===== config.mk =====
export PLATFORM = sky130hd
export DESIGN_NAME = vram_acc_seq
export DESIGN_NICKNAME = d
export VERILOG_FILES = /design/src/rtl/vram_acc_pkg.sv /design/src/rtl/vram_acc_req.sv /design/src/rtl/vram_acc_pchg.sv /design/src/rtl/vram_acc_seq.sv
export SDC_FILE = /design/constraint.sdc
export NUM_CORES = 1
export LEC_CHECK = 0
export BUFFER_PORTS_ARGS = -buffer_cell sky130_fd_sc_hd__buf_4
export CORE_MARGIN = 2
export CORE_UTILIZATION = 30
export CTS_CLUSTER_DIAMETER = 150
export DETAILED_ROUTE_END_ITERATION = 12
export PLACE_DENSITY_LB_ADDON = 0.05
export SLEW_MARGIN = 20
export SYNTH_ARGS = -nofsm -noshare
export SYNTH_HDL_FRONTEND = slang
export SYNTH_SLANG_ARGS = --single-unit

===== constraint.sdc =====
create_clock -name clk -period 3.3 [get_ports clk]
set_input_delay 0 -clock clk [delete_from_list [all_inputs] [get_ports clk]]
set_output_delay 0 -clock clk [all_outputs]
set_load 0.05 [all_outputs]

===== src/rtl/vram_acc_pkg.sv =====
// Shared types for the DRAM access sequencer.
// Assumes: nothing beyond the standard language.
package vram_acc_pkg;
    // Phase of the current access.
    typedef enum logic [1:0] {
        ST_IDLE  = 2'd0,   // no access open; precharge may be running
        ST_ROW   = 2'd1,   // row strobe high, row address on the mux
        ST_SETUP = 2'd2,   // column address on the mux, waiting before the column strobe
        ST_COL   = 2'd3    // column strobes high, waiting for acc_hold to fall
    } acc_st_e;
endpackage


===== src/rtl/vram_acc_req.sv =====
// Start request capture. Finds the active transition of the address strobe
// (rising in registered style, falling in immediate style) on a registered
// copy of the strobe. Decides whether the transition is accepted: always
// when no access is open, and only after the access-hold gate when
// pipelining is on.
// Assumes: sel, start_stb and acc_hold are synchronous to clk.
module vram_acc_req (
    input  logic clk,
    input  logic rst_n,
    input  logic mode1,
    input  logic pipe,
    input  logic sel,
    input  logic start_stb,
    input  logic acc_hold,
    input  logic active,
    output logic new_req
);
    logic act;
    logic act_q;
    logic seen_q;
    logic gate;

    // Strobe in active-high form for either style.
    assign act  = mode1 ? ~start_stb : start_stb;
    // Gate for a pipelined request: hold seen at an earlier edge, or (immediate style) now.
    assign gate = mode1 ? (seen_q | acc_hold) : seen_q;
    // A transition to active, qualified by the chip select and the pipelining rule.
    assign new_req = sel & act & ~act_q & (~active | (pipe & gate));

    // Registered strobe copy and the "hold sampled high in this access" flag.
    always_ff @(posedge clk) begin
        if (!rst_n) begin
            act_q  <= 1'b0;
            seen_q <= 1'b0;
        end else begin
            act_q  <= act;
            seen_q <= active & (seen_q | acc_hold);
        end
    end


    // no_early_pipe_chk: in registered style a request during an access needs the hold seen
    no_early_pipe_chk: assert property (@(posedge clk) disable iff (!rst_n)
        (new_req && active && !mode1) |-> $past(acc_hold));
endmodule


===== src/rtl/vram_acc_pchg.sv =====
// Precharge timer. Loaded with PRECHARGE when the row strobe falls, then
// counts down once per clock. ready is high when the count is zero.
// Reset leaves the timer expired.
// Assumes: PRECHARGE >= 1; load is a single-cycle pulse.
module vram_acc_pchg #(
    parameter int PRECHARGE = 3
) (
    input  logic clk,
    input  logic rst_n,
    input  logic load,
    input  logic row_act,
    output logic ready
);
    localparam int PW = $clog2(PRECHARGE + 1);
    localparam logic [PW-1:0] PRE_L = PW'(PRECHARGE);

    logic [PW-1:0] cnt_q;

    assign ready = (cnt_q == '0);

    // Load on row strobe release; count down to zero.
    always_ff @(posedge clk) begin
        if (!rst_n)
            cnt_q <= '0;
        else if (load)
            cnt_q <= PRE_L;
        else if (cnt_q != '0)
            cnt_q <= cnt_q - 1'b1;
    end


    // pchg_gap_chk: the row strobe only rises once the count has run out
    pchg_gap_chk: assert property (@(posedge clk) disable iff (!rst_n)
        $rose(row_act) |-> ($past(cnt_q) == '0));
endmodule


===== src/rtl/vram_acc_seq.sv =====
// DRAM access sequencer top. Takes an accepted start request, waits for
// precharge and busy to clear, and steps through the row phase, the column
// setup phase and the column phase. The access closes when acc_hold falls.
// Column strobe lanes may be kept open past the end.
// Assumes: ROW_HOLD, COL_SETUP, COL_HOLD, PRECHARGE >= 1. Configuration is
// only changed while no access is open. acc_hold stays high until the
// column phase has begun.
module vram_acc_seq
    import vram_acc_pkg::*;
#(
    parameter int LANES     = 2,
    parameter int ROW_HOLD  = 2,
    parameter int COL_SETUP = 2,
    parameter int COL_HOLD  = 1,
    parameter int PRECHARGE = 3
) (
    input  logic             clk,
    input  logic             rst_n,
    input  logic             cfg_mode1,
    input  logic             cfg_pipe,
    input  logic             cfg_cas_ext,
    input  logic             cfg_wr_delay,
    input  logic             cfg_ack_en,
    input  logic             sel,
    input  logic             start_stb,
    input  logic             acc_hold,
    input  logic             wr_cyc,
    input  logic [LANES-1:0] col_keep,
    input  logic             busy,
    output logic             row_stb_o,
    output logic             col_sel_o,
    output logic [LANES-1:0] col_stb_o,
    output logic             rd_oe_o,
    output logic             ack_o
);
    localparam int T1   = (ROW_HOLD > COL_SETUP + 1) ? ROW_HOLD : COL_SETUP + 1;
    localparam int TMAX = (T1 > COL_HOLD) ? T1 : COL_HOLD;
    localparam int TW   = $clog2(TMAX + 1);
    localparam logic [TW-1:0] RH_L = TW'(ROW_HOLD - 1);
    localparam logic [TW-1:0] CS_L = TW'(COL_SETUP - 1);
    localparam logic [TW-1:0] CH_L = TW'(COL_HOLD - 1);

    acc_st_e          st_q;
    logic [TW-1:0]    tmr_q;
    logic             ras_q, col_q, ack_q, wr_q, pend_q;
    logic [LANES-1:0] cas_q;
    logic             new_req, pc_ready, active, want, go, fast, ras_fall;

    assign active   = (st_q != ST_IDLE);
    assign want     = pend_q | new_req;
    assign go       = ~active & want & pc_ready & ~busy;
    assign fast     = cfg_mode1 & new_req & ~active & pc_ready & ~busy;
    assign ras_fall = (st_q == ST_COL) & ~acc_hold;

    vram_acc_req u_req (
        .clk      (clk),
        .rst_n    (rst_n),
        .mode1    (cfg_mode1),
        .pipe     (cfg_pipe),
        .sel      (sel),
        .start_stb(start_stb),
        .acc_hold (acc_hold),
        .active   (active),
        .new_req  (new_req)
    );

    vram_acc_pchg #(.PRECHARGE(PRECHARGE)) u_pchg (
        .clk    (clk),
        .rst_n  (rst_n),
        .load   (ras_fall),
        .row_act(ras_q),
        .ready  (pc_ready)
    );

    // Pending request latch: keeps a request until it can start.
    always_ff @(posedge clk) begin
        if (!rst_n) pend_q <= 1'b0;
        else        pend_q <= want & ~go;
    end

    // Access phase sequencing and strobe registers.
    always_ff @(posedge clk) begin
        if (!rst_n) begin
            st_q  <= ST_IDLE;
            tmr_q <= '0;
            ras_q <= 1'b0;
            col_q <= 1'b0;
            ack_q <= 1'b0;
            wr_q  <= 1'b0;
            cas_q <= '0;
        end else begin
            case (st_q)
                ST_IDLE: begin
                    if (go) begin
                        st_q  <= ST_ROW;
                        ras_q <= 1'b1;
                        tmr_q <= RH_L;
                        wr_q  <= wr_cyc;
                        cas_q <= '0;
                    end else begin
                        cas_q <= cas_q & col_keep;
                    end
                end
                ST_ROW: begin
                    if (tmr_q == '0) begin
                        st_q  <= ST_SETUP;
                        col_q <= 1'b1;
                        tmr_q <= CS_L + TW'(cfg_wr_delay & wr_q);
                    end else begin
                        tmr_q <= tmr_q - 1'b1;
                    end
                end
                ST_SETUP: begin
                    if (tmr_q == '0) begin
                        st_q  <= ST_COL;
                        cas_q <= '1;
                        ack_q <= cfg_ack_en;
                        tmr_q <= CH_L;
                    end else begin
                        tmr_q <= tmr_q - 1'b1;
                    end
                end
                ST_COL: begin
                    if (!acc_hold) begin
                        st_q  <= ST_IDLE;
                        ras_q <= 1'b0;
                        col_q <= 1'b0;
                        ack_q <= 1'b0;
                        cas_q <= cfg_cas_ext ? col_keep : '0;
                    end else if (tmr_q != '0) begin
                        tmr_q <= tmr_q - 1'b1;
                    end else if (cfg_pipe) begin
                        col_q <= 1'b0;
                    end
                end
                default: st_q <= ST_IDLE;
            endcase
        end
    end

    assign row_stb_o = ras_q | fast;
    assign col_sel_o = col_q;
    assign col_stb_o = cas_q;
    assign ack_o     = ack_q;
    assign rd_oe_o   = cfg_cas_ext & ~wr_q & (|cas_q);


    // ras_release_chk: the row strobe only falls after acc_hold was sampled low
    ras_release_chk: assert property (@(posedge clk) disable iff (!rst_n)
        $fell(ras_q) |-> !$past(acc_hold));


    // pchg_start_chk: a row strobe release always starts the precharge count
    pchg_start_chk: assert property (@(posedge clk) disable iff (!rst_n)
        $fell(ras_q) |-> !pc_ready);


    // cas_after_col_chk: column strobes rise only with the column address selected
    cas_after_col_chk: assert property (@(posedge clk) disable iff (!rst_n)
        ($rose(|cas_q) && ras_q) |-> col_q);


    // col_hold_np_chk: without pipelining the column address stays through the column phase
    col_hold_np_chk: assert property (@(posedge clk) disable iff (!rst_n)
        (st_q == ST_COL && !cfg_pipe) |-> col_q);


    // ack_with_cas_chk: acknowledge is never high without the column strobes
    ack_with_cas_chk: assert property (@(posedge clk) disable iff (!rst_n)
        ack_q |-> (|cas_q));
endmodule


After elaboration in Yosys (flattened, before gate mapping)
Index checks and enable logic that the tools add are counted.

Register bits after elaboration: 15. Output and inout port bits: 6.

$add $sub $neg: 3. Equality and inequality tests: 11. Muxes and demuxes: 28. Bitwise gates (word level): 29. Reduce and logical (&&, ||, !) cells: 19.

Operators with widths (count): $mux W2 (13); $and A1 B1 Y1 (17); $pmux W2 S4 (2); $reduce_bool A2 Y1 (7); $reduce_and A3 Y1 (4); $ne A2 B2 Y1 const B (5); $mux W1 (9); $reduce_and A4 Y1 (2); $not A1 Y1 (7); $logic_not A2 Y1 (3); $ne A3 B3 Y1 const B (2); $pmux W1 S2 (3); $pmux W2 S3 (1); $eq A2 B2 Y1 const B (2); $or A1 B1 Y1 (4); $sub A2 B1 Y2 const B (2); $reduce_bool A3 Y1 (1); $add A1 B1 Y2 const A (1); $and A2 B2 Y2 (1); $eq A2 B1 Y1 const B (1); $ne A2 B1 Y1 const B (1); $reduce_and A2 Y1 (1); $reduce_or A2 Y1 (1).

Depth between registers and ports, before layout
Gate-level depths: netlist of the first run.

Word-level depth: 11. Gate-level depth with buffers: 7. Mapped depth without buffers: 6.

Cells and area by module
From an unflattened synthesis of the first run, not the netlist that was laid out.

Cell total of the unflattened synthesis: 113. Area total of the unflattened synthesis: 979.7 um^2.

Modules (own cells, without submodules): vram_acc_seq (instances 1, cells an instance 95, area an instance 794.5 um^2); vram_acc_pchg (instances 1, cells an instance 9, area an instance 93.8 um^2); vram_acc_req (instances 1, cells an instance 9, area an instance 91.3 um^2).

Worst setup path before layout of the first run
No wires, ideal clock.

Kind: register to output. From: register cas_q[0], in the netlist col_stb_o[0]. To: output rd_oe_o. Data arrival time: 1907 ps. Required time: 3300 ps. Path slack: 1393 ps. Stages on the path, launching flop included: 3. Buffers on the path: 0. Cells stage by stage: dfxtp_1 nor2_1 nor3b_1.

Cells in the longest elaborated chain, start to end: 2.

RTL lines: start: declaration (line vram_acc_seq.sv:46) `logic [LANES-1:0] cas_q;`; start signal: assignment (line vram_acc_seq.sv:101) `cas_q <= cas_q & col_keep;`; start signal: assignment (line vram_acc_seq.sv:129) `cas_q <= cfg_cas_ext ? col_keep : '0;`; $reduce_or A2 Y1 (line vram_acc_seq.sv:145) `assign rd_oe_o = cfg_cas_ext & ~wr_q & (|cas_q);`; $and A1 B1 Y1 (line vram_acc_seq.sv:145); end: declaration (line vram_acc_seq.sv:33) `output logic rd_oe_o,`.

No other way between the ends.

Worst setup path after layout of the first run
From: register st_q[0]. To: output row_stb_o.

Cells in the longest elaborated chain, start to end: 9.

RTL lines: start: declaration (line vram_acc_seq.sv:43) `acc_st_e st_q;`; start signal: assignment (line vram_acc_seq.sv:84) `st_q <= ST_IDLE;`; start signal: assignment (line vram_acc_seq.sv:95) `st_q <= ST_ROW;`; start signal: assignment (line vram_acc_seq.sv:106) `st_q <= ST_SETUP;`; $reduce_bool A2 Y1 (*) (line vram_acc_seq.sv:49) `assign active = (st_q != ST_IDLE);`; $not A1 Y1 (*) (line vram_acc_req.sv:28, vram_acc_seq.sv:52); $or A1 B1 Y1 (line vram_acc_req.sv:28) `assign new_req = sel & act & ~act_q & (~active | (pipe & gate));`; $and A1 B1 Y1 (line vram_acc_req.sv:28); $and A1 B1 Y1 (line vram_acc_seq.sv:52) `assign fast = cfg_mode1 & new_req & ~active & pc_ready & ~busy;`; $and A1 B1 Y1 (*) (3 in a row) (line vram_acc_seq.sv:52); $or A1 B1 Y1 (*) (line vram_acc_seq.sv:141) `assign row_stb_o = ras_q | fast;`; end: declaration (line vram_acc_seq.sv:30) `output logic row_stb_o,`.

Every way passes the cells marked *; elsewhere a longest branch is shown, timed or not.

==> metrics.txt, run 1 <==
Layout area overhead 23.4%; first-pass GRT wire length 3900 um; final core utilization 39.1%; layout cells sized above 1 22.2%; Leakage 0.479 nW; initial core utilization between 30% and 40%; pin count of the biggest net entering global routing 16; Clock transition at path regs ~0.1 ns; wire per inst ~13 um; Post-Route WL approximately 2400 um; number of H-tree levels 1; Mapped Area 975 sq um; Setup Skew 0.00409 ns; Final Cycle Share between 50% and 60%; total track usage 14.3%; ys async rst share 0%; commonest non-fill, non-tap cells in the layout buf_4 (19), dfxtp_1 (15), a21oi_1 (11), inv_1 (10), ha_1 (9); worst setup slack after placement 1.57 ns; Synth Register Bits 15; vias in the first global route 824; P per Cell Area 673 nW/um^2; synth unique cells 41; clock root buffer clkbuf_4; DP Wirelength approximately 1800 um; Critical Path AT 1.77 ns; type of the worst setup path reg2out; die area 3720 sq um; Peak VDD IR 0.215 mV; RSZ-0062 raised after global routing false; Placer Congestion around 0.8; Antenna diodes 0; fin nets around 160; sequential element share of the synthesized area 30.8%; Clock Path Buffers 2; # IOs 20; CP Data Required Time ~3.3 ns; crit path time final 1.77 ns; core footprint between 3000 and 4000 sq um; IO Port Bufs 19; Sequential Area between 300 and 400 sq um; dominant synthesized flop cell dfxtp_1; Post-Place Cell Area roughly 1100 sq um; crit end category primary output; CTS Buf Count 3; Worst Setup Start Kind flop; DIE HEIGHT about 61 um; setup_tns 0 ns; via/cell ratio 5.01; row cnt 20; Post-synth EDFFs 0; fillers 343; CTS sink count 15; yosys synthesis warning count 0; status completed; Cells after Synth between 100 and 150; Multi-input gate area between 600 and 700 sq um; final setup violation count 0; drt first pass iters 4; Hold Path Class in2reg; Max FO, Critical Path 5; Max Clock Freq between 500 and 600 MHz; DR iter-0 viols 39; CTS tree built; post-route setup slack between 1.5 and 2 ns; max-slew violation count 0; Mean Syn Cell Area 8.70 sq um; Die Wd between 60 and 70 um; ANT nets after route 0; grt ovf 0; Design Area, Final approximately 1200 sq um; R2R Setup Slk 1.55 ns; commonest non-fill, non-tap cell in the layout buf_4; DRC 0; Post-Synthesis Net Count 135; Max Cap Viol 0; Max-slew headroom approximately 67%; initial antenna violation count 0; worst-skew pair later-pin latency 0.29 ns; worst-margin pin slew 0.501 ns; Final Hold Viols 0; routed via count 897
## worst max-delay path: stages, from the launching register on
cell and delay [ns]:
dfxtp_1 0.39, inv_1 0.10, ha_1 0.29, and3b_1 0.25, a41o_2 0.27, buf_4 0.18
## what timing repair did
| action | in CTS | in global routing |
|---|---|---|
| hold buffers | 3 | 0 |
| endpoints found under the setup margin | 0 | 0 |
| gates resized for setup | 0 | 0 |
| buffers inserted | 0 | 0 |
| hold endpoints to repair | 3 | 0 |
## routing by layer
metal	part of all wire, %	GRT usage (%)	vias to the layer above
met4	0.88	2.80	0
met5	0	0	-
met2	45	22.0	22
li1	-	-	460
met3	5.0	4.69	2
met1	49	19.8	413
## sequential cells by signal, indices dropped and copies added (netlist names)
signal,flops
u_req.act_q,1
ras_q,1
pend_q,1
ack_o,1
tmr_q,2
col_sel_o,1
wr_q,1
u_pchg.cnt_q,2
u_req.seen_q,1
col_stb_o,2
st_q,2
## synthesized netlist by cell type (2+ instances only)
library cell	count	share of area (%)
buf_6	2	2.3
o2111ai_1	2	1.8
a31o_2	2	1.8
ha_1	9	12
nor2b_1	2	1.3
mux2i_1	2	2.1
inv_1	10	3.9
a311oi_1	2	1.8
nor3_1	2	1.0
a21oi_1	11	5.6
nand3b_1	3	2.3
nand2_1	8	3.1
dfxtp_1	15	31
nor2_1	6	2.3
a211oi_1	2	1.5
o21ai_0	7	3.6
xor2_1	2	1.8
a21o_1	2	1.5
## power breakdown
group | internal [W] | switching [W] | leakage (nW)
sequential | 0.000224 | 0.0000344 | 0.123
combinational | 0.000177 | 0.000262 | 0.342
clock | 0.0000470 | 0.0000651 | 0.0150
total | 0.000448 | 0.000362 | 0.479
## cell type report
cell class	instances	share of cell area (%)
multi-input combinational	84	50.8
sequential	15	25.0
timing repair buffer	22	14.4
tap	44	4.58
inverter	10	3.12
clock buffer	4	2.19
## through the flow
| step | power (W) | hold WS (ns) | std cells |
|---|---|---|---|
| 6_report | 0.000809 | 0.00675 | 179 |
| 5_1_grt | 0.000879 | 0.0184 | 179 |
| 4_1_cts | 0.000819 | 0.000827 | 179 |
| 3_5_place_dp | 0.000702 | 0.287 | 172 |
| 3_3_place_gp | 0.000701 | 0.284 | 172 |
| 2_1_floorplan | 0.000600 | 0.146 | 112 |
## logic make-up (layout without fill, tap and decap cells)
group / count (synthesis) / after routing / synth area share [%]
flops: 15 / 15 / 30.8
simple gates: 30 / 30 / 16.8
buf+inv: 13 / 36 / 6.55
mux: 3 / 3 / 3.21
xor+xnor: 3 / 3 / 2.70
fa+ha+maj: 9 / 9 / 11.6
compound gates: 39 / 39 / 28.4
## final timing paths
check | from | end | depth (start not counted)
setup / recovery | st_q[0]$_SDFFE_PN0P_ | row_stb_o | 5
hold / removal | acc_hold | u_req.seen_q$_SDFF_PN0_ | 3
setup reg to reg | tmr_q[0]$_SDFFE_PN0P_ | tmr_q[0]$_SDFFE_PN0P_ | 6
hold reg to reg | u_req.seen_q$_SDFF_PN0_ | u_req.seen_q$_SDFF_PN0_ | 2
No activity file was read; power rests on OpenSTA's default activity.
==> inputs of run 2 (changes only) <==
Clock period 3.3 ns to 1.4 ns, I/O delays scaled along.
==> run 2 against run 1 <==
Against the previous run: the run now ends with negative setup slack left; routed wire length is 18% higher; first-iteration DRC count is 5.1% lower; setup slack worse by 1.6 ns; critical path depth stayed put; via count is 15% higher; final area is 35% higher; clock skew is 0.0017 ns lower; register-to-register slack worse by 1.6 ns; utilization is 14 points higher; global-route usage is 1.1 points higher; die area stayed put; count of clock-buffer cells in the layout is 1 lower; critical path type unchanged.
==> metrics.txt, run 2 (synthesized netlist as in run 1, its figures left out) <==
Critical Path AT 1.50 ns (was 1.77 ns); Layout area overhead 67.0% (was 23.4%); violated checks negative setup slack; Die Wd 61 um (unchanged); setup_tns -0.219 ns (was 0 ns); Worst path slowest cell dfxtp_2 (was dfxtp_1); fin nets 189 (was 159); Post-Place Cell Area 1360 sq um (was 1150 sq um); Seq pwr share 22.5% (was 31.9%); commonest non-fill, non-tap cell in the layout buf_4 (unchanged); crit path time final ~1.5 ns; ANT nets after route 0 (unchanged); pin count of the biggest net entering global routing 11 (was 16); GRT met3 Usage 2.99% (was 4.69%); Final Hold Viols 0 (unchanged); vias in the first global route 1,003 (was 824); Placer Congestion 0.731 (was 0.802); type of the worst setup path reg2out (unchanged); Hold Path Class in2reg (unchanged); Leakage 0.671 nW (was 0.479 nW); DRC 0 (unchanged); # IOs 20 (unchanged); Design Area, Final 1630 sq um (was 1200 sq um); Max-slew headroom 71.2% (was 66.6%); wire per inst 13.5 um (was 13.4 um); crit end category primary output (unchanged); routed via count 1,028 (was 897); post-route setup slack -0.103 ns (was 1.53 ns); Buf+Inv Stages, Crit Path 2 (unchanged); Clock Path Buffers 2 (unchanged); critical path's largest stage delay 0.38 ns (was 0.39 ns); cell internal pwr 0.00163 W (was 0.000448 W); P per Cell Area 1700 nW/um^2 (was 673 nW/um^2); DR iter-0 viols 37 (was 39); Antenna diodes 0 (unchanged); worst-path cell chain inv_2 -> ha_4 -> and3b_1 -> a41o_2 -> buf_8 (was inv_1 -> ha_1 -> and3b_1 -> a41o_2 -> buf_4); RSZ-0062 raised after global routing true (was false); DIE HEIGHT 61 um (unchanged); via/cell ratio 4.92 (was 5.01); Post-Route WL 2830 um (was 2390 um); CTS tree built (unchanged); final core utilization 52.9% (was 39.1%); IO Port Bufs 19 (unchanged); layout cells sized above 1 55.8% (was 22.2%); fillers 317 (was 343); Worst Setup Start Kind flop (unchanged); status finished, violations left (was completed); DP Wirelength 2060 um (was 1810 um); Setup Skew 0.00238 ns (was 0.00409 ns); clock root buffer clkbuf_4 (unchanged); final setup violation count 5 (was 0); P_sw 0.00114 W (was 0.000362 W); grt met1 use 20.6% (was 19.8%); grt ovf 0 (unchanged); CTS sink count 15 (unchanged); Max Cap Viol 0 (unchanged); Max Clock Freq 665 MHz; die area 3720 sq um (unchanged); worst-margin pin slew 0.430 ns (was 0.501 ns); first-pass GRT wire length 4290 um (was 3900 um); max-slew violation count 0 (unchanged); row cnt 20 (unchanged); initial antenna violation count 0 (unchanged); layer with the highest usage met2 (unchanged); core footprint 3080 sq um (unchanged); Max FO, Critical Path 5 (unchanged); clock share of power 10.0% (was 13.9%); M2 GR Usage 24.6% (was 22.0%); number of H-tree levels 1 (unchanged); initial core utilization 31.7% (unchanged); commonest non-fill, non-tap cells in the layout buf_4 (43), a21oi_1 (10), dfxtp_1 (10), nand2_1 (7), inv_2 (6) (was buf_4 (19), dfxtp_1 (15), a21oi_1 (11), inv_1 (10), ha_1 (9)); Peak VDD IR 0.675 mV (was 0.215 mV); Clock transition at path regs 0.10 ns (about the same); worst-skew pair later-pin latency 0.30 ns (was 0.29 ns); total track usage 15.5% (was 14.3%); cell family contributing the most delay on the critical path flip-flops (unchanged); Comb power frac 67.6% (was 54.3%); switching part of the total 41.2% (was 44.7%); drt first pass iters 4 (unchanged); Final Cycle Share 107%; CTS Buf Count 3 (unchanged); CP Data Required Time 1.40 ns (was 3.30 ns)
==> run 2: cell types whose count changed in the layout (fill, tap and decap cells not counted), moves of 4 or more <==
cell / before / now
ha_4: 0 / 5
dfxtp_2: 0 / 4
inv_1: 10 / 4
inv_2: 0 / 6
buf_6: 0 / 5
dfxtp_1: 15 / 10
buf_4: 19 / 43
ha_1: 9 / 2
==> run 2: stage by stage <==
step | hold WS (ns) | cells | setup WS [ns] | power, W
after floorplan | 0.146 | 112 | -0.0197 | 0.00151
final | 0.00868 | 209 | -0.103 | 0.00277
after global routing | 0.0109 | 209 | -0.155 | 0.00296
after detailed placement | 0.289 | 192 | -0.198 | 0.00201
after global placement | 0.285 | 192 | -0.186 | 0.00199
after CTS | 0.00839 | 202 | -0.100 | 0.00245
==> run 2: metal layers <==
metal  vias to the layer above  share of wire [%]
li1                        520                  -
met1                       484                 46
met2                        18                 48
met3                         6                3.7
met4                         0                1.9
met5                         -                  0
==> run 2: cell type report <==
type                    instances  area [sq um]  area share [%]
flip-flops and latches         15           309            19.0
clock buffers                   3          22.5            1.38
repair buffers                 52           424            26.1
well taps                      44          55.1            3.38
inverters                      10          37.5            2.31
clock inverters                 1          5.00           0.307
multi-input cells              84           774            47.6
==> run 2: worst register-to-register path, cell delays in order (launching register included) <==
cell and delay [ns]:
dfxtp_4 0.37, buf_6 0.12, ha_4 0.18, nand2_2 0.07, a21oi_1 0.06, a2111oi_4 0.38, a311oi_2 0.14
==> run 2: power by group through the flow <==
stage	Clock, W	Combinational, W	Sequential [W]
final	0.000276	0.00187	0.000622
after global routing	0.000303	0.00202	0.000635
after CTS	0.000281	0.00155	0.000614
after detailed placement	0	0.00139	0.000615
after global placement	0	0.00138	0.000613
after floorplan	0	0.000812	0.000696
==> run 2: timing repair <==
action	4_1_cts	5_1_grt
hold endpoints to repair	4	0
endpoints found under the setup margin	9	9
setup buffers	3	7
pin swaps	5	13
hold buffers	3	0
resized for setup	14	22
==> run 2: final timing paths <==
path                                         startpoint                         to  slack, ns  cells after the start
worst max-delay path               st_q[1]$_SDFFE_PN0P_                  row_stb_o      -0.10                      5
worst min register to register  u_req.seen_q$_SDFF_PN0_    u_req.seen_q$_SDFF_PN0_       0.51                      2
worst max register to register     st_q[0]$_SDFFE_PN0P_      tmr_q[0]$_SDFFE_PN0P_      -0.05                      6
worst min-delay path                        col_keep[0]  col_stb_o[0]$_SDFFE_PN0P_      0.009                      3
